## src/rtl/cmos_pkg.sv

```systemverilog
// Package: shared constants and the default reset image of the register file.
// Assumes 64 bytes of 8 bits for the default image.
package cmos_pkg;
    localparam int IMG_DEPTH = 64;
    localparam int IMG_W     = 8;

    // Builds the default reset image: byte k = (37*k + 11) mod 256.
    function automatic logic [IMG_DEPTH*IMG_W-1:0] default_image();
        logic [IMG_DEPTH*IMG_W-1:0] img;
        img = '0;
        for (int k = 0; k < IMG_DEPTH; k++) begin
            img[k*IMG_W +: IMG_W] = IMG_W'((k * 37 + 11) % 256);
        end
        return img;
    endfunction
endpackage

```

## src/rtl/cmos_index_reg.sv

```systemverilog
// Module: holds the index register written through the index port.
// Assumes the caller only asserts load on an accepted index write.
// The top bit of the written byte is dropped.
module cmos_index_reg #(
    parameter int IDX_W = 7,
    parameter int DW    = 8
) (
    input  logic             clk,
    input  logic             rst_n,
    input  logic             load,
    input  logic [DW-1:0]    wdata,
    output logic [IDX_W-1:0] idx
);
    // Captures the low IDX_W bits of the written byte.
    always_ff @(posedge clk) begin
        if (!rst_n)     idx <= '0;
        else if (load)  idx <= wdata[IDX_W-1:0];
    end
endmodule

```

## src/rtl/cmos_store.sv

```systemverilog
// Module: byte array loaded from INIT at reset.
// It has two combinational read ports: one for the bus, one for the checksum engine.
// It has one bus write port and one dual-byte checksum write port.
// Assumes the bus and the checksum writer are never active in the same cycle.
module cmos_store #(
    parameter int AW    = 6,
    parameter int DW    = 8,
    parameter int CK_HI = 46,
    parameter int CK_LO = 47,
    parameter logic [(1<<AW)*DW-1:0] INIT = '0
) (
    input  logic          clk,
    input  logic          rst_n,
    input  logic          wr_en,
    input  logic [AW-1:0] wr_addr,
    input  logic [DW-1:0] wr_data,
    input  logic          ck_we,
    input  logic [2*DW-1:0] ck_val,
    input  logic [AW-1:0] rd_addr_a,
    output logic [DW-1:0] rd_data_a,
    input  logic [AW-1:0] rd_addr_b,
    output logic [DW-1:0] rd_data_b
);
    localparam int DEPTH = 1 << AW;
    localparam logic [AW-1:0] HI_A = AW'(CK_HI);
    localparam logic [AW-1:0] LO_A = AW'(CK_LO);

    logic [DW-1:0] mem [DEPTH];

    // Loads the image at reset; applies bus and checksum writes afterwards.
    always_ff @(posedge clk) begin
        if (!rst_n) begin
            for (int i = 0; i < DEPTH; i++) mem[i] <= INIT[i*DW +: DW];
        end else begin
            if (wr_en) mem[wr_addr] <= wr_data;
            if (ck_we) begin
                mem[HI_A] <= ck_val[2*DW-1:DW];
                mem[LO_A] <= ck_val[DW-1:0];
            end
        end
    end

    assign rd_data_a = mem[rd_addr_a];
    assign rd_data_b = mem[rd_addr_b];
endmodule

```

## src/rtl/cmos_csum_engine.sv

```systemverilog
// Module: sequential checksum engine.
// Once started, it walks from FIRST to LAST and adds one byte per clock.
// On the last byte it issues ck_we with the final sum.
// A start while running is ignored.
// Assumes byte_in is the array content at ptr in the same cycle.
module cmos_csum_engine #(
    parameter int AW    = 6,
    parameter int DW    = 8,
    parameter int FIRST = 16,
    parameter int LAST  = 44
) (
    input  logic            clk,
    input  logic            rst_n,
    input  logic            start,
    input  logic [DW-1:0]   byte_in,
    output logic [AW-1:0]   ptr,
    output logic            running,
    output logic            ck_we,
    output logic [2*DW-1:0] ck_val
);
    localparam int CW = 2 * DW;
    localparam logic [AW-1:0] FIRST_A = AW'(FIRST);
    localparam logic [AW-1:0] LAST_A  = AW'(LAST);

    logic [CW-1:0] acc;
    logic [CW-1:0] acc_next;
    logic          last_step;

    // Forms the running sum and flags the final byte.
    always_comb begin
        acc_next  = acc + CW'(byte_in);
        last_step = running && (ptr == LAST_A);
    end

    // Sequences the walk over the summed range.
    always_ff @(posedge clk) begin
        if (!rst_n) begin
            running <= 1'b0;
            ptr     <= '0;
            acc     <= '0;
        end else if (!running) begin
            if (start) begin
                running <= 1'b1;
                ptr     <= FIRST_A;
                acc     <= '0;
            end
        end else begin
            acc <= acc_next;
            ptr <= ptr + 1'b1;
            if (last_step) running <= 1'b0;
        end
    end

    assign ck_we  = last_step;
    assign ck_val = acc_next;
endmodule

```

## src/rtl/cmos_regfile.sv

```systemverilog
// Module: top of the indexed configuration register file.
// It owns the request handshake, the first-access and recompute triggers, the stale
// flag and the registered read data.
// Assumes one request channel and that the host holds a request until ready is seen.
module cmos_regfile #(
    parameter int IDX_W     = 7,
    parameter int AW        = 6,
    parameter int DW        = 8,
    parameter int SUM_FIRST = 16,
    parameter int SUM_LAST  = 44,
    parameter int CK_HI     = 46,
    parameter int CK_LO     = 47,
    parameter logic [(1<<AW)*DW-1:0] INIT_IMAGE = cmos_pkg::default_image()
) (
    input  logic          clk,
    input  logic          rst_n,
    input  logic          req_valid,
    input  logic          req_write,
    input  logic          req_data_sel,
    input  logic [DW-1:0] req_wdata,
    output logic          req_ready,
    output logic [DW-1:0] rsp_rdata,
    input  logic          recalc_req,
    output logic          csum_stale
);
    localparam logic [AW-1:0] FIRST_A = AW'(SUM_FIRST);
    localparam logic [AW-1:0] LAST_A  = AW'(SUM_LAST);

    logic [IDX_W-1:0] idx_q;
    logic [AW-1:0]    data_addr;
    logic [DW-1:0]    bus_byte;
    logic [DW-1:0]    eng_byte;
    logic [AW-1:0]    eng_ptr;
    logic             running;
    logic             ck_we;
    logic [2*DW-1:0]  ck_val;
    logic             init_done;
    logic             first_hold;
    logic             accept;
    logic             idx_load;
    logic             data_wr;
    logic             eng_start;
    logic             in_range;

    // Derives the handshake and the engine trigger from the request and state.
    always_comb begin
        data_addr  = idx_q[AW-1:0];
        first_hold = req_valid && req_data_sel && !init_done;
        req_ready  = !running && !first_hold;
        accept     = req_valid && req_ready;
        idx_load   = accept && req_write && !req_data_sel;
        data_wr    = accept && req_write && req_data_sel;
        eng_start  = !running && (recalc_req || first_hold);
        in_range   = (data_addr >= FIRST_A) && (data_addr <= LAST_A);
    end

    cmos_index_reg #(.IDX_W(IDX_W), .DW(DW)) u_idx (
        .clk   (clk),
        .rst_n (rst_n),
        .load  (idx_load),
        .wdata (req_wdata),
        .idx   (idx_q)
    );

    cmos_store #(.AW(AW), .DW(DW), .CK_HI(CK_HI), .CK_LO(CK_LO), .INIT(INIT_IMAGE)) u_store (
        .clk       (clk),
        .rst_n     (rst_n),
        .wr_en     (data_wr),
        .wr_addr   (data_addr),
        .wr_data   (req_wdata),
        .ck_we     (ck_we),
        .ck_val    (ck_val),
        .rd_addr_a (data_addr),
        .rd_data_a (bus_byte),
        .rd_addr_b (eng_ptr),
        .rd_data_b (eng_byte)
    );

    cmos_csum_engine #(.AW(AW), .DW(DW), .FIRST(SUM_FIRST), .LAST(SUM_LAST)) u_eng (
        .clk     (clk),
        .rst_n   (rst_n),
        .start   (eng_start),
        .byte_in (eng_byte),
        .ptr     (eng_ptr),
        .running (running),
        .ck_we   (ck_we),
        .ck_val  (ck_val)
    );

    // Records that the first checksum has completed.
    always_ff @(posedge clk) begin
        if (!rst_n)     init_done <= 1'b0;
        else if (ck_we) init_done <= 1'b1;
    end

    // Raises stale on a write into the summed range; a finished recompute clears it.
    always_ff @(posedge clk) begin
        if (!rst_n)                   csum_stale <= 1'b0;
        else if (ck_we)               csum_stale <= 1'b0;
        else if (data_wr && in_range) csum_stale <= 1'b1;
    end

    // Registers the read result on an accepted read.
    always_ff @(posedge clk) begin
        if (!rst_n) rsp_rdata <= '0;
        else if (accept && !req_write)
            rsp_rdata <= req_data_sel ? bus_byte : DW'(idx_q);
    end
endmodule

```

## config.mk

```make
export PLATFORM = sky130hd
export DESIGN_NAME = cmos_regfile
export DESIGN_NICKNAME = d
export VERILOG_FILES = /design/src/rtl/cmos_pkg.sv /design/src/rtl/cmos_index_reg.sv /design/src/rtl/cmos_store.sv /design/src/rtl/cmos_csum_engine.sv /design/src/rtl/cmos_regfile.sv
export SDC_FILE = /design/constraint.sdc
export NUM_CORES = 1
export LEC_CHECK = 0
export ABC_AREA = 1
export BUFFER_PORTS_ARGS = -buffer_cell sky130_fd_sc_hd__buf_4
export CAP_MARGIN = 0
export CELL_PAD_IN_SITES_DETAIL_PLACEMENT = 1
export CELL_PAD_IN_SITES_GLOBAL_PLACEMENT = 2
export CORE_MARGIN = 3
export CORE_UTILIZATION = 39
export DETAILED_ROUTE_END_ITERATION = 12
export MAX_ROUTING_LAYER = met4
export PLACE_DENSITY = 0.85
export SLEW_MARGIN = 10
export SYNTH_ARGS = -nofsm -noshare
export SYNTH_HDL_FRONTEND = slang
export SYNTH_SLANG_ARGS = --single-unit
```

## constraint.sdc

```tcl
create_clock -name clk -period 3.6 [get_ports clk]
set_input_delay 0.36 -clock clk [delete_from_list [all_inputs] [get_ports clk]]
set_output_delay 0.36 -clock clk [all_outputs]
set_load 0.01 [all_outputs]
```

-- Word-level counts from Yosys, hierarchy flattened
Memories as Yosys holds them, arrays and structs flattened. A register that Yosys moved wholly into a read port is not among the register bits.
Cells that the tools add are included.
- add/sub/neg operators: 2
- magnitude comparators: 2
- eq/ne operators: 1
- mux-type cells: 24
- bitwise logic cells: 3
- reductions and logical operators: 21
- operators by type and width (kind ; number):
    $mux W6 ; 7
    $mux W16 ; 2
    $mux W8 ; 4
    $add A16 B8 Y16 ; 1
    $logic_and A1 B1 Y1 ; 12
    $mux W1 ; 11
    $reduce_or A8 Y1 ; 1
    $add A6 B1 Y6 const B ; 1
    $eq A6 B6 Y1 const B ; 1
    $ge A6 B5 Y1 const B ; 1
    $le A6 B6 Y1 const B ; 1
    $logic_not A1 Y1 ; 5
    $or A1 B1 Y1 ; 2
    $reduce_bool A2 Y1 ; 1
    $reduce_or A2 Y1 ; 1
    $logic_or A1 B1 Y1 ; 1
    $not A1 Y1 ; 1
- bits in registers: 40
- RAM bits: 512
- input bits: 14
- output and inout bits: 10
- word-level logic and storage cells: 61
- memories: 1
- memories (name ; words ; width ; read ports ; clocked after memory_dff ; write ports ; RTL line ; source):
    u_store.mem ; 64 ; 8 ; 2 ; 2 ; 64 ; cmos_store.sv:28 ; logic [DW-1:0] mem [DEPTH];

-- Depth between registers and ports, before layout
- depth in word-level cells: 12
- gate-level depth with buffers: 23

-- Hierarchy
From an unflattened synthesis, not the netlist that was laid out.
- cell total of the unflattened synthesis: 4119
- area, all modules: 31360.1 sq um
- by module, submodules not included (module ; instances ; cells each ; area an instance (sq um) ; seq. area each (sq um)):
    cmos_store ; 1 ; 3732 ; 28878.9 ; 15374.7
    cmos_csum_engine ; 1 ; 257 ; 1640.3 ; 460.4
    cmos_regfile ; 1 ; 87 ; 558.0 ; 200.2
    cmos_index_reg ; 1 ; 43 ; 282.8 ; 140.1

-- Worst setup path before layout
No wires, ideal clock.
- path type: register to register
- start: register (tool-made name)
- end: memory u_store.mem[46][4] (data pin)
- data arrival time: 2.955 ns
- required time: 3.345 ns
- setup slack: 0.390 ns
- stages on the path, launching flop included: 22
- path buffers: 3
- clock period less this slack: 3.210 ns
- cell sequence: dfxtp_1 -> buf_2 -> inv_1 -> buf_2 -> buf_2 -> o21ai_0 -> o22ai_1 -> o21ai_0 -> o21ai_0 -> o211ai_1 -> nand2_1 -> ha_1 -> fa_1 -> nand3_1 -> nand2_1 -> nand3_1 -> nand2_1 -> or2_2 -> nand2_1 -> nand2_1 -> o21ai_0 -> inv_1
- RTL lines (item ; RTL line):
    end: declaration ; cmos_store.sv:28

==> out/metrics.cfg <==
[status]
status=finished clean

[setup_path]
cpMostUsedCell=nand2_1
crit_path_end_kind=flop
cpPeakStageDelay_ns=0.46
slowest_stage=dfxtp_4
reg2regPathDepth=20
cp.required_ns=3.98
cp_cell_sequence=clkinv_8 > buf_6 > buf_12 > buf_4 > o21ai_1 > o22ai_1 > o211ai_1 > nand3_1 > nand3_2 > nand2_1 > ha_4 > nand2_2 > inv_2 > a21oi_1 > o211ai_1 > nand2_1 > nand2_1 > nand2_1 > o22ai_2 > inv_1
worstPathMaxFanout=10
criticalPathCategory=reg2reg
worst_ep_arrival_time_ns=3.96
worstSetupStartpointType=flop
r2r_slack_ns=0.02
r2r-end=u_store.mem[46][5]

[floorplan]
die_y_um=287
die_area_sq_mm=0.0823
rows=102
coreArea_sq_mm=0.0778
ios=24
die_w_um=287
start_util_pct=39.5

[logic_synthesis]
yosysWarningCount=0
synthTopCellsByArea=edfxtp_1, nand2_1, nand3_1, nor2_1, o21ai_0
synth_compound_area_share_pct=10.2
synth_nets=3834
synth_top_area_cell=edfxtp_1
synth_top_family_by_area=simple AND/OR/NAND/NOR gates
ys_ff_latch=564
synth_ff_type=edfxtp_1
async_flop_share_pct=0
yosysUniqueCellTypes=40
syn_avg_cell_area_sq_um=8.08
synth_edf_count=512
ys_seq_area_share_pct=53.3
yosysTopAreaCellShare_pct=49.9
synth_xor_area_share_pct=0.199
synth-simple-area-share_pct=30.4
synth_area_sq_mm=0.0308
synth.area.mux_share_pct=0
synthAdderAreaFrac_pct=0.471
syn_inst=3809

[hold_path]
holdPathEnd=u_store.mem[46][5]
hold_path_depth=3
hold_path_class=in2reg
min-delay-start=req_wdata[5]

[sta]
slew_viol_final=0
fin_worst_skew_ns=0.0238
rsz0062_at_grt=yes
fin_crit_sh_pct=99.4
period_needed_ns=3.58
hold_viol=0
setup_viol_count_final=0
slew_headroom_pct=24.4
worst_pin_slew_ns=1.13
setup_slack_ns=0.0233
holdWs_ns=0.0880
fmaxAchievable_ghz=0.280

[place]
portBuffers=23
hpwl_um=83100
place.gp.congestion=0.912
dp_slack_ns=-0.0465

[route]
detail_route.first_pass.iterations=6
dr_total_vias=29000
drc_errors=0
viasPerCell=5.96
wl_um=129000
ant_nets=0
wl_per_cell_um=26.6
drtIter0Drc=3065

[clock_network]
cts_inserted_buffers=66
htreeDepth=3
cts.path.max_buffers=3
cts-root-buf=clkbuf_16
clk_pin_slew_worst_paths_ns=0.06
cts_tree=yes
clock_latency_ns=0.63
cts_num_sinks=564
ctsHoldBuffers=0

[global_routing]
grt.total_usage_pct=31.2
grt_max_degree=145
grt_pass1_wl_um=187000
antenna_found_initial=0
grt_pass1_vias=28700
grt_overflow=0

[power]
internal_power_mw=11.7
leakage_nw=12.5
peakVddDrop_v=0.000377
swShare_pct=28.0
p_switching_mw=4.55
combPwrFrac_pct=13.8
seqPwrFrac_pct=45.3
power_density_mw_per_mm2=461
clockPowerShare_pct=41.0

[layout]
diodes=0
finalNetCount=3797
drive_gt1_share_pct=11.7
area_delta_synth_final_pct=14.6

[run]
timing.max_cap.violations=0

## cell usage in the layout (no fill, tap or decap), types with 49 or more instances in the layout
cell type     n
nand3_1     504
inv_1        86
a21oi_1      62
o21ai_0     279
o22ai_1     121
nor2_1      582
edfxtp_1    512
clkbuf_16    74
inv_2        58
nand2_1    1046
o21ai_1      49
buf_4       128
## layer usage
layer	track usage, %	routed length [um]	vias up
met4	13.7	6290	0
met3	4.04	10200	307
li1	-	-	12900
met2	47.7	58700	1286
met1	41.7	54200	14500
met5	-	0	-
## cells in the mapped netlist, types with 10 or more instances
master	instances
nand2_1	1055
o21ai_0	323
nor2_2	19
a21oi_1	72
nand3_1	506
edfxtp_1	512
nor3_1	10
o21ai_1	13
ha_1	10
inv_2	55
buf_2	27
o211ai_1	25
dfxtp_1	52
inv_1	93
nor2_4	37
nor2_1	583
clkbuf_1	225
buf_1	31
o22ai_1	123
## per-stage QoR
stage               area [sq um]  cells  power [mW]  util, %  TNS, ns
global route               35300   4864        16.7     45.3   -0.638
CTS                        34700   4845        16.1     44.6        0
global placement           32600   4725        9.47     41.9        0
detailed placement         32600   4725        9.49     41.9  -0.0465
finish                     35300   4864        16.3     45.3        0
floorplan                  30800   3809        8.55        -        0
## cell type report
cell class	instances	area, sq um
Fill cell	9294	42600
Sequential cell	564	16400
Multi-Input combinational cell	2812	12900
Timing Repair Buffer	177	1940
Clock buffer	81	1760
Tap cell	1040	1300
Inverter	149	587
Clock inverter	39	328
Timing Repair inverter	2	17.5
## state kept, by name, indices dropped and copies added (netlist names), named ones only
signal         count
rsp_rdata          8
u_eng.running      1
u_store.mem      512
u_eng.ptr          6
u_idx.idx          7
csum_stale         1
init_done          1
u_eng.acc         16
## worst max-delay path: cells and delay by family, from the launching register on
family / cells / cell delay, ns
fa+ha+maj: 1 / 0.30
flops: 1 / 0.46
compound gates: 6 / 1.14
buf+inv: 6 / 0.68
simple gates: 7 / 0.74
## how the worst max path moves through the flow
stage	from	endpoint	cells after the start
6_report	flop	u_store.mem[46][5]	20
5_1_grt	flop	u_store.mem[46][5]	20
4_1_cts	flop	u_store.mem[46][5]	22
3_5_place_dp	flop	u_store.mem[46][5]	22
3_3_place_gp	flop	u_store.mem[46][5]	22
2_1_floorplan	flop	u_store.mem[46][4]	21
## kinds of logic after synthesis
| kind of cell | after synthesis |
|---|---|
| buffers and inverters | 433 |
| adder cells (fa/ha/maj) | 11 |
| XOR/XNOR | 7 |
| AND/OR/NAND/NOR | 2222 |
| flip-flops | 564 |
| AO/OA/AOI/OAI | 572 |
## power groups by stage
stage          clock (mW)  sequential (mW)  combinational (mW)
2_1_floorplan           0             7.43                1.12
4_1_cts              6.75             7.35                2.02
6_report             6.67             7.37                2.24
3_5_place_dp            0             7.49                2.01
3_3_place_gp            0             7.49                1.98
5_1_grt              6.99             7.37                2.37
## what timing repair did
item	CTS	global route
cloned	0	9
buffers inserted	0	10
gates resized for setup	1	94
pin swaps	1	19
endpoints found under the setup margin	2	21
Power figures use the tool's default switching activity.
